**src/rtl/isc_flags_pkg.sv**
```systemverilog
package isc_flags_pkg;
  typedef enum logic {
    DRV_PUSH = 1'b0,
    DRV_OPEN = 1'b1
  } drive_e;

  localparam int unsigned PIN_STAT = 0;
  localparam int unsigned PIN_ERR  = 1;
  localparam int unsigned NUM_PINS = 2;
endpackage

```
**src/rtl/isc_mode_ctrl.sv**
```systemverilog
module isc_mode_ctrl
  import isc_flags_pkg::*;
#(
  parameter drive_e RST_DRIVE = DRV_PUSH
) (
  input  logic   clk,
  input  logic   rst,
  input  logic   cmd_enable,
  input  logic   cmd_od,
  input  logic   cmd_disable,
  input  logic   chip_rst,
  output logic   on_q,
  output logic   on_d,
  output drive_e drv_q,
  output drive_e drv_d,
  output logic   wipe
);
  logic arm_q, arm_d;

  always_comb begin
    on_d  = on_q;
    drv_d = drv_q;
    arm_d = arm_q;
    if (chip_rst) arm_d = 1'b0;
    if (cmd_disable) begin
      on_d  = 1'b0;
      arm_d = 1'b1;
    end else if (cmd_enable) begin
      on_d  = 1'b1;
      drv_d = drive_e'(cmd_od);
      arm_d = 1'b0;
    end
  end

  // a chip reset counts only when a disable is pending
  assign wipe = chip_rst & arm_q;

  always_ff @(posedge clk) begin
    if (rst) begin
      on_q  <= 1'b0;
      drv_q <= RST_DRIVE;
      arm_q <= 1'b0;
    end else begin
      on_q  <= on_d;
      drv_q <= drv_d;
      arm_q <= arm_d;
    end
  end
endmodule

```
**src/rtl/isc_err_latch.sv**
```systemverilog
module isc_err_latch (
  input  logic clk,
  input  logic rst,
  input  logic on_q,
  input  logic flash_fail,
  input  logic cmd_clear,
  input  logic wipe,
  output logic err_q,
  output logic err_d
);
  always_comb begin
    err_d = err_q;
    if (cmd_clear || wipe) err_d = 1'b0;
    if (flash_fail && on_q) err_d = 1'b1;  // failure has priority
  end

  always_ff @(posedge clk) begin
    if (rst) err_q <= 1'b0;
    else     err_q <= err_d;
  end
endmodule

```
**src/rtl/isc_pin_drive.sv**
```systemverilog
module isc_pin_drive
  import isc_flags_pkg::*;
(
  input  logic   clk,
  input  logic   rst,
  input  logic   on_d,
  input  drive_e drv_d,
  input  logic   level_d,
  output logic   pin_o,
  output logic   pin_oe
);
  logic o_d, oe_d;

  always_comb begin
    o_d  = 1'b0;
    oe_d = 1'b0;
    if (on_d) begin
      if (drv_d == DRV_OPEN) begin
        o_d  = 1'b0;
        oe_d = ~level_d;
      end else begin
        o_d  = level_d;
        oe_d = 1'b1;
      end
    end
  end

  always_ff @(posedge clk) begin
    if (rst) begin
      pin_o  <= 1'b0;
      pin_oe <= 1'b0;
    end else begin
      pin_o  <= o_d;
      pin_oe <= oe_d;
    end
  end
endmodule

```
**src/rtl/isc_sideband_flags.sv**
```systemverilog
module isc_sideband_flags
  import isc_flags_pkg::*;
#(
  parameter drive_e RST_DRIVE = DRV_PUSH
) (
  input  logic clk,
  input  logic rst,
  input  logic cmd_enable,
  input  logic cmd_od,
  input  logic cmd_disable,
  input  logic cmd_clear,
  input  logic chip_rst,
  input  logic flash_busy,
  input  logic ee_busy,
  input  logic flash_fail,
  output logic stat_o,
  output logic stat_oe,
  output logic err_o,
  output logic err_oe
);
  logic   on_q, on_d, wipe, err_q, err_d;
  drive_e drv_q, drv_d;
  logic [NUM_PINS-1:0] level_d, pin_o, pin_oe;

  isc_mode_ctrl #(.RST_DRIVE(RST_DRIVE)) u_mode (
    .clk(clk), .rst(rst), .cmd_enable(cmd_enable), .cmd_od(cmd_od),
    .cmd_disable(cmd_disable), .chip_rst(chip_rst),
    .on_q(on_q), .on_d(on_d), .drv_q(drv_q), .drv_d(drv_d), .wipe(wipe)
  );

  isc_err_latch u_err (
    .clk(clk), .rst(rst), .on_q(on_q), .flash_fail(flash_fail),
    .cmd_clear(cmd_clear), .wipe(wipe), .err_q(err_q), .err_d(err_d)
  );

  // pin levels: ready high, error active low
  assign level_d[PIN_STAT] = ~(flash_busy | ee_busy);
  assign level_d[PIN_ERR]  = ~err_d;

  for (genvar p = 0; p < NUM_PINS; p++) begin : g_pin
    isc_pin_drive u_drv (
      .clk(clk), .rst(rst), .on_d(on_d), .drv_d(drv_d),
      .level_d(level_d[p]), .pin_o(pin_o[p]), .pin_oe(pin_oe[p])
    );
  end

  assign stat_o  = pin_o[PIN_STAT];
  assign stat_oe = pin_oe[PIN_STAT];
  assign err_o   = pin_o[PIN_ERR];
  assign err_oe  = pin_oe[PIN_ERR];
endmodule

```
**config.mk**
```make
export PLATFORM = sky130hd
export DESIGN_NAME = isc_sideband_flags
export DESIGN_NICKNAME = d
export VERILOG_FILES = /design/src/rtl/isc_flags_pkg.sv /design/src/rtl/isc_mode_ctrl.sv /design/src/rtl/isc_err_latch.sv /design/src/rtl/isc_pin_drive.sv /design/src/rtl/isc_sideband_flags.sv
export SDC_FILE = /design/constraint.sdc
export NUM_CORES = 1
export LEC_CHECK = 0
export ABC_AREA = 1
export BUFFER_PORTS_ARGS = -buffer_cell sky130_fd_sc_hd__buf_2
export CORE_AREA = 5 5 42 44
export CTS_CLUSTER_DIAMETER = 120
export DETAILED_ROUTE_END_ITERATION = 12
export DIE_AREA = 0 0 47 49
export PLACE_DENSITY = 0.54
export REMOVE_ABC_BUFFERS = 1
export SLEW_MARGIN = 40
export SYNTH_ARGS = -nofsm -noshare
export SYNTH_HDL_FRONTEND = slang
export SYNTH_SLANG_ARGS = --single-unit
export TNS_END_PERCENT = 5
```
**constraint.sdc**
```tcl
create_clock -name clk -period 0.9 [get_ports clk]
set_clock_uncertainty 0.1 [all_clocks]
set_input_delay 0.09 -clock clk [delete_from_list [all_inputs] [get_ports clk]]
set_output_delay 0.09 -clock clk [all_outputs]
set_load 0.005 [all_outputs]
```
# Yosys cells after proc, flatten, opt, wreduce, memory -nomap -nowiden
# Index checks and enable logic that the tools add are counted.
[word_totals]
ff_bits = 8
inputBits = 10
output_inout_bits = 4
wordCells = 29
[classes]
n_mux = 11
n_bitwise = 5
reduce_logical = 5
[ops]
columns = ["cell", "count"]
rows = [
  ["$mux W1", 11],
  ["$not A1 Y1", 3],
  ["$reduce_bool A3 Y1", 1],
  ["$reduce_or A3 Y1", 1],
  ["$reduce_or A2 Y1", 1],
  ["$and A1 B1 Y1", 1],
  ["$logic_and A1 B1 Y1", 1],
  ["$logic_or A1 B1 Y1", 1],
  ["$or A1 B1 Y1", 1],
]

# Logic depth before layout (Yosys ltp)
[logic_depth]
word_depth = 5
mapped_depth = 6
mapped_depth_nobuf = 6

# Hierarchy
# From an unflattened synthesis, not the netlist that was laid out.
[unflattened]
cells_unflattened = 50
hier_area_um2 = 341.6
[by_module_without_submodules]
columns = ["mod", "instances", "cells_per_inst", "area_each_um2", "seq_area_each_um2"]
rows = [
  ["isc_mode_ctrl", 1, 22, 150.1, 60.1],
  ["isc_pin_drive", 2, 10, 70.1, 40.0],
  ["isc_err_latch", 1, 6, 43.8, 20.0],
  ["isc_sideband_flags", 1, 2, 7.5, 0.0],
]

# Least setup slack after synthesis
# No wires, ideal clock.
[synth_timing]
path_kind = "flip-flop to flip-flop"
start = "register u_mode.on_q"
end = "register g_pin[1].u_drv.pin_oe"
setup_ns = 0.113
arrival_time_ns = 0.642
required_time_ns = 0.687
setup_slack_ns = 0.046
stages_incl_launch_ff = 5
path_buffers = 0
synth_period_minus_slack_ns = 0.854
path_cell_list = "dfxtp_1 nor2_1 nor2_4 nand2_4 nand2_1"
[synth_via]
elab_chain_cells = 4
word_cells_on_any_way = 7
classes_between = "mux: 4; bitwise: 1; reduce/logical: 2"
[synth_rtl]
columns = ["item", "line_no", "text"]
rows = [
  ["from (decl)", "isc_mode_ctrl.sv:12", "output logic on_q,"],
  ["from (signal assigned)", "isc_mode_ctrl.sv:44", "on_q <= on_d;"],
  ["$mux W1", "isc_mode_ctrl.sv:28", "end else if (cmd_enable) begin"],
  ["$mux W1", "isc_mode_ctrl.sv:25", "if (cmd_disable) begin"],
  ["$not A1 Y1 (no source line)", "n/a", ""],
  ["$reduce_or A2 Y1 (no source line)", "n/a", ""],
  ["to (signal assigned)", "isc_pin_drive.sv:31", "pin_oe <= 1'b0;"],
  ["to (signal assigned)", "isc_pin_drive.sv:34", "pin_oe <= oe_d;"],
  ["to (decl)", "isc_pin_drive.sv:10", "output logic pin_oe"],
]
# Several ways; a longest one is shown, not always the timed one.
# A chain may end at the register's enable or synchronous reset.

# Worst setup path after layout
[layout_timing]
start = "input port cmd_disable"
end = "register u_mode.arm_q"
[layout_via]
elab_chain_cells = 1
word_cells_on_any_way = 2
classes_between = "mux: 1; reduce/logical: 1"
[layout_rtl]
columns = ["item", "line_no", "text"]
rows = [
  ["from (decl)", "isc_sideband_flags.sv:10", "input logic cmd_disable,"],
  ["$reduce_bool A3 Y1 (no source line) or $mux W1 (tied branches)", "n/a", ""],
  ["to (signal assigned)", "isc_mode_ctrl.sv:46", "arm_q <= arm_d;"],
  ["to (decl)", "isc_mode_ctrl.sv:18", "logic arm_q, arm_d;"],
]
# Several ways; a longest one is shown, not always the timed one.

==> results by group <==
Run status
  – Outcome: complete, but fails checks
  – Violated checks: hold timing

Setup path
  – Crit end category: register
  – Worst EP required: 0.94 ns
  – Crit Path Category: in2reg
  – Critical Path Source: cmd_disable
  – CP Launch Type: input port
  – Critical Path AT: 0.90 ns
  – Reg2Reg Setup Slack: 0.06 ns
  – R2r startpoint: u_mode.on_q
  – Worst R2R Path Depth: 4
  – Worst-path fanout max: 2

Logic synthesis
  – Flop and latch count out of synthesis: 8
  – Post-synth cell types: 13
  – Syn Area/Cell: 8.034 um2
  – XOR/XNOR Fraction of Synth Area: 0
  – Largest family of logic cells by synthesized area: simple AND/OR/NAND/NOR gates
  – Cells after Synth: 38
  – Synth Area in Compound Gates: 0.03279
  – Post-synthesis adder-cell area fraction: 0
  – Yosys warns: 0
  – Post-synthesis sequential area ratio: 0.5246
  – Mux contribution to synthesized area: 0
  – Post-synthesis simple-gate area fraction: 0.3689
  – Netlist Area Pre-Place: 305.3 um2

Power and ir drop
  – PwrDens: 1662 mW/mm2
  – Peak VDD IR: 0.0005358 V
  – Tot Pwr: 0.7380 mW
  – Static leakage: 0.2322 nW

STA
  – Slew margin rel.: 0.9036
  – Least-Margin Pin Slew: 0.1443 ns
  – Total Negative Setup Slacks: 0 ns
  – Setup violations, final: 0
  – Final hold vios: 1
  – Fin crit share: 0.9594
  – Final min period: 0.8635 ns
  – RSZ-0062 raised after global routing: false
  – Fmax: 1.158 GHz
  – Worst hold slack: -0.004776 ns
  – Max-slew violation count: 0

Finish
  – Share of layout cells above drive strength 1: 0.5357
  – Multi-input combinational cell area: 132.6 um2
  – Filler Cell Count: 162
  – Sequential cell area: 161.4 um2
  – Final Util: 0.3170
  – Area growth syn-to-layout: 45.49%
  – # nets final: 68
  – Diode count: 0

Global route
  – Initial antenna violation count: 0
  – Via count of the first global-routing pass: 259
  – Remaining global-route overflow: 0
  – First-pass GRT wire length: 1.021 mm
  – Gr usage total: 0.06987
  – Largest net degree at the start of global routing: 5

Min path
  – WHS Path Cells: 3
  – Hold WC Path Type: in2reg
  – Hold path start: flash_busy

Clock tree
  – Worst-path clk slew: 0.05 ns
  – Clock Latency Late Sink: 0.24 ns
  – TritonCTS Sinks: 8
  – CTS H-tree depth: 1
  – Post-CTS setup buffer count: 0
  – Hold-fix buffers, CTS: 2
  – TritonCTS buffer count: 3
  – CTS tree: built
  – Longest Clk Path Bufs: 2
  – Clock root cell: clkbuf_4

Detailed routing
  – Initial drt markers: 1
  – Vias after detailed routing: 273
  – Residual DRC: 0
  – Antenna-violating nets left: 0
  – Drt total wl: 619 um
  – DR WL/cell: 8.597 um
  – Pre-antenna DRT Iters: 2
  – Via/cell ratio: 3.792

Floorplan
  – Chip width: 47 um
  – Initial Util: 0.2179
  – IO Pins: 14
  – Total core area: 0.001401 mm2
  – Cell Rows: 14
  – Die area: 0.002303 mm2
  – Die Ht: 49 um

Placement
  – Placer Congestion: 0.6546
  – I/O Buffers: 13
  – Dpl hpwl: 474 um

Job
  – Max_cap viols: 0
[cell type report]
class                   count  area share
flip-flops and latches      8      0.3634
multi-input cells          24      0.2986
repair buffers             15      0.1915
clock buffers               3     0.05070
inverters                   6     0.05070
well taps                  16     0.04507
[state kept, by name (all words and copies together), names as in the netlist]
| name | flops |
|---|---|
| u_mode.on_q | 1 |
| g_pin.u_drv.pin_oe | 2 |
| u_mode.drv_q | 1 |
| u_mode.arm_q | 1 |
| u_err.err_q | 1 |
| g_pin.u_drv.pin_o | 2 |
[synth_stat cells]
cell type	count	area (um2)
dfxtp_1	8	160.2
nand2_2	2	12.51
nand2_4	1	11.26
or2_2	1	6.260
nor2_4	1	11.26
inv_2	3	11.26
nand3_1	2	10.01
inv_1	2	7.510
nand2_1	10	37.54
nor2_1	3	11.26
a21oi_1	2	10.01
nor2_2	2	12.51
clkinv_1	1	3.750
[timing repair]
action / CTS / global route
endpoints found under the hold margin: 4 / 1
resized for setup: 0 / 4
setup endpoints to repair: 0 / 4
[worst max-delay path, cell delays in order]
cell and delay, ns:
buf_2 0.11, dlygate4sd3_1 0.54, a21oi_1 0.11, nor2_1 0.05
[where the power goes]
part           total (mW)  switching, mW  internal (mW)
sequential          0.379        0.00610          0.373
clock               0.264          0.112          0.152
combinational      0.0943         0.0487         0.0456
total               0.738          0.167          0.571
[per-layer routing]
| metal | GRT usage | share of wire |
|---|---|---|
| met1 | 0.06195 | 0.34 |
| met3 | 0.02583 | 0.065 |
| met4 | 0.1106 | 0.044 |
| met5 | 0 | 0 |
| met2 | 0.09050 | 0.55 |
[path summary, 6_finish.rpt]
check,to
hold / removal,g_pin[0].u_drv.pin_o
hold reg to reg,u_err.err_q
setup reg to reg,g_pin[0].u_drv.pin_o
setup / recovery,u_mode.arm_q
[stage by stage]
stage / setup slack (ns) / cells / instance area, um2
after detailed placement: 0.01394 / 67 / 390.4
after floorplan: 0.04578 / 38 / 305.3
final: 0.03653 / 72 / 444.2
after CTS: 0.007651 / 72 / 432.9
after global placement: 0.02376 / 67 / 390.4
after global routing: 0.002869 / 72 / 444.2
[cells in the final DEF, fill, tap and decap left out, drive strengths merged]
master	count
buf	13
nand2	13
dfxtp	8
nor2	6
inv	5
clkbuf	3
a21oi	2
dlygate4sd3	2
nand3	2
clkinv	1
or2	1
[cells by family (layout without fill, tap and decap cells)]
family	after synthesis	after routing
buf+inv	6	24
simple gates	22	22
compound gates	2	2
flops	8	8
Note: power is estimated with default switching activity, not from simulation.
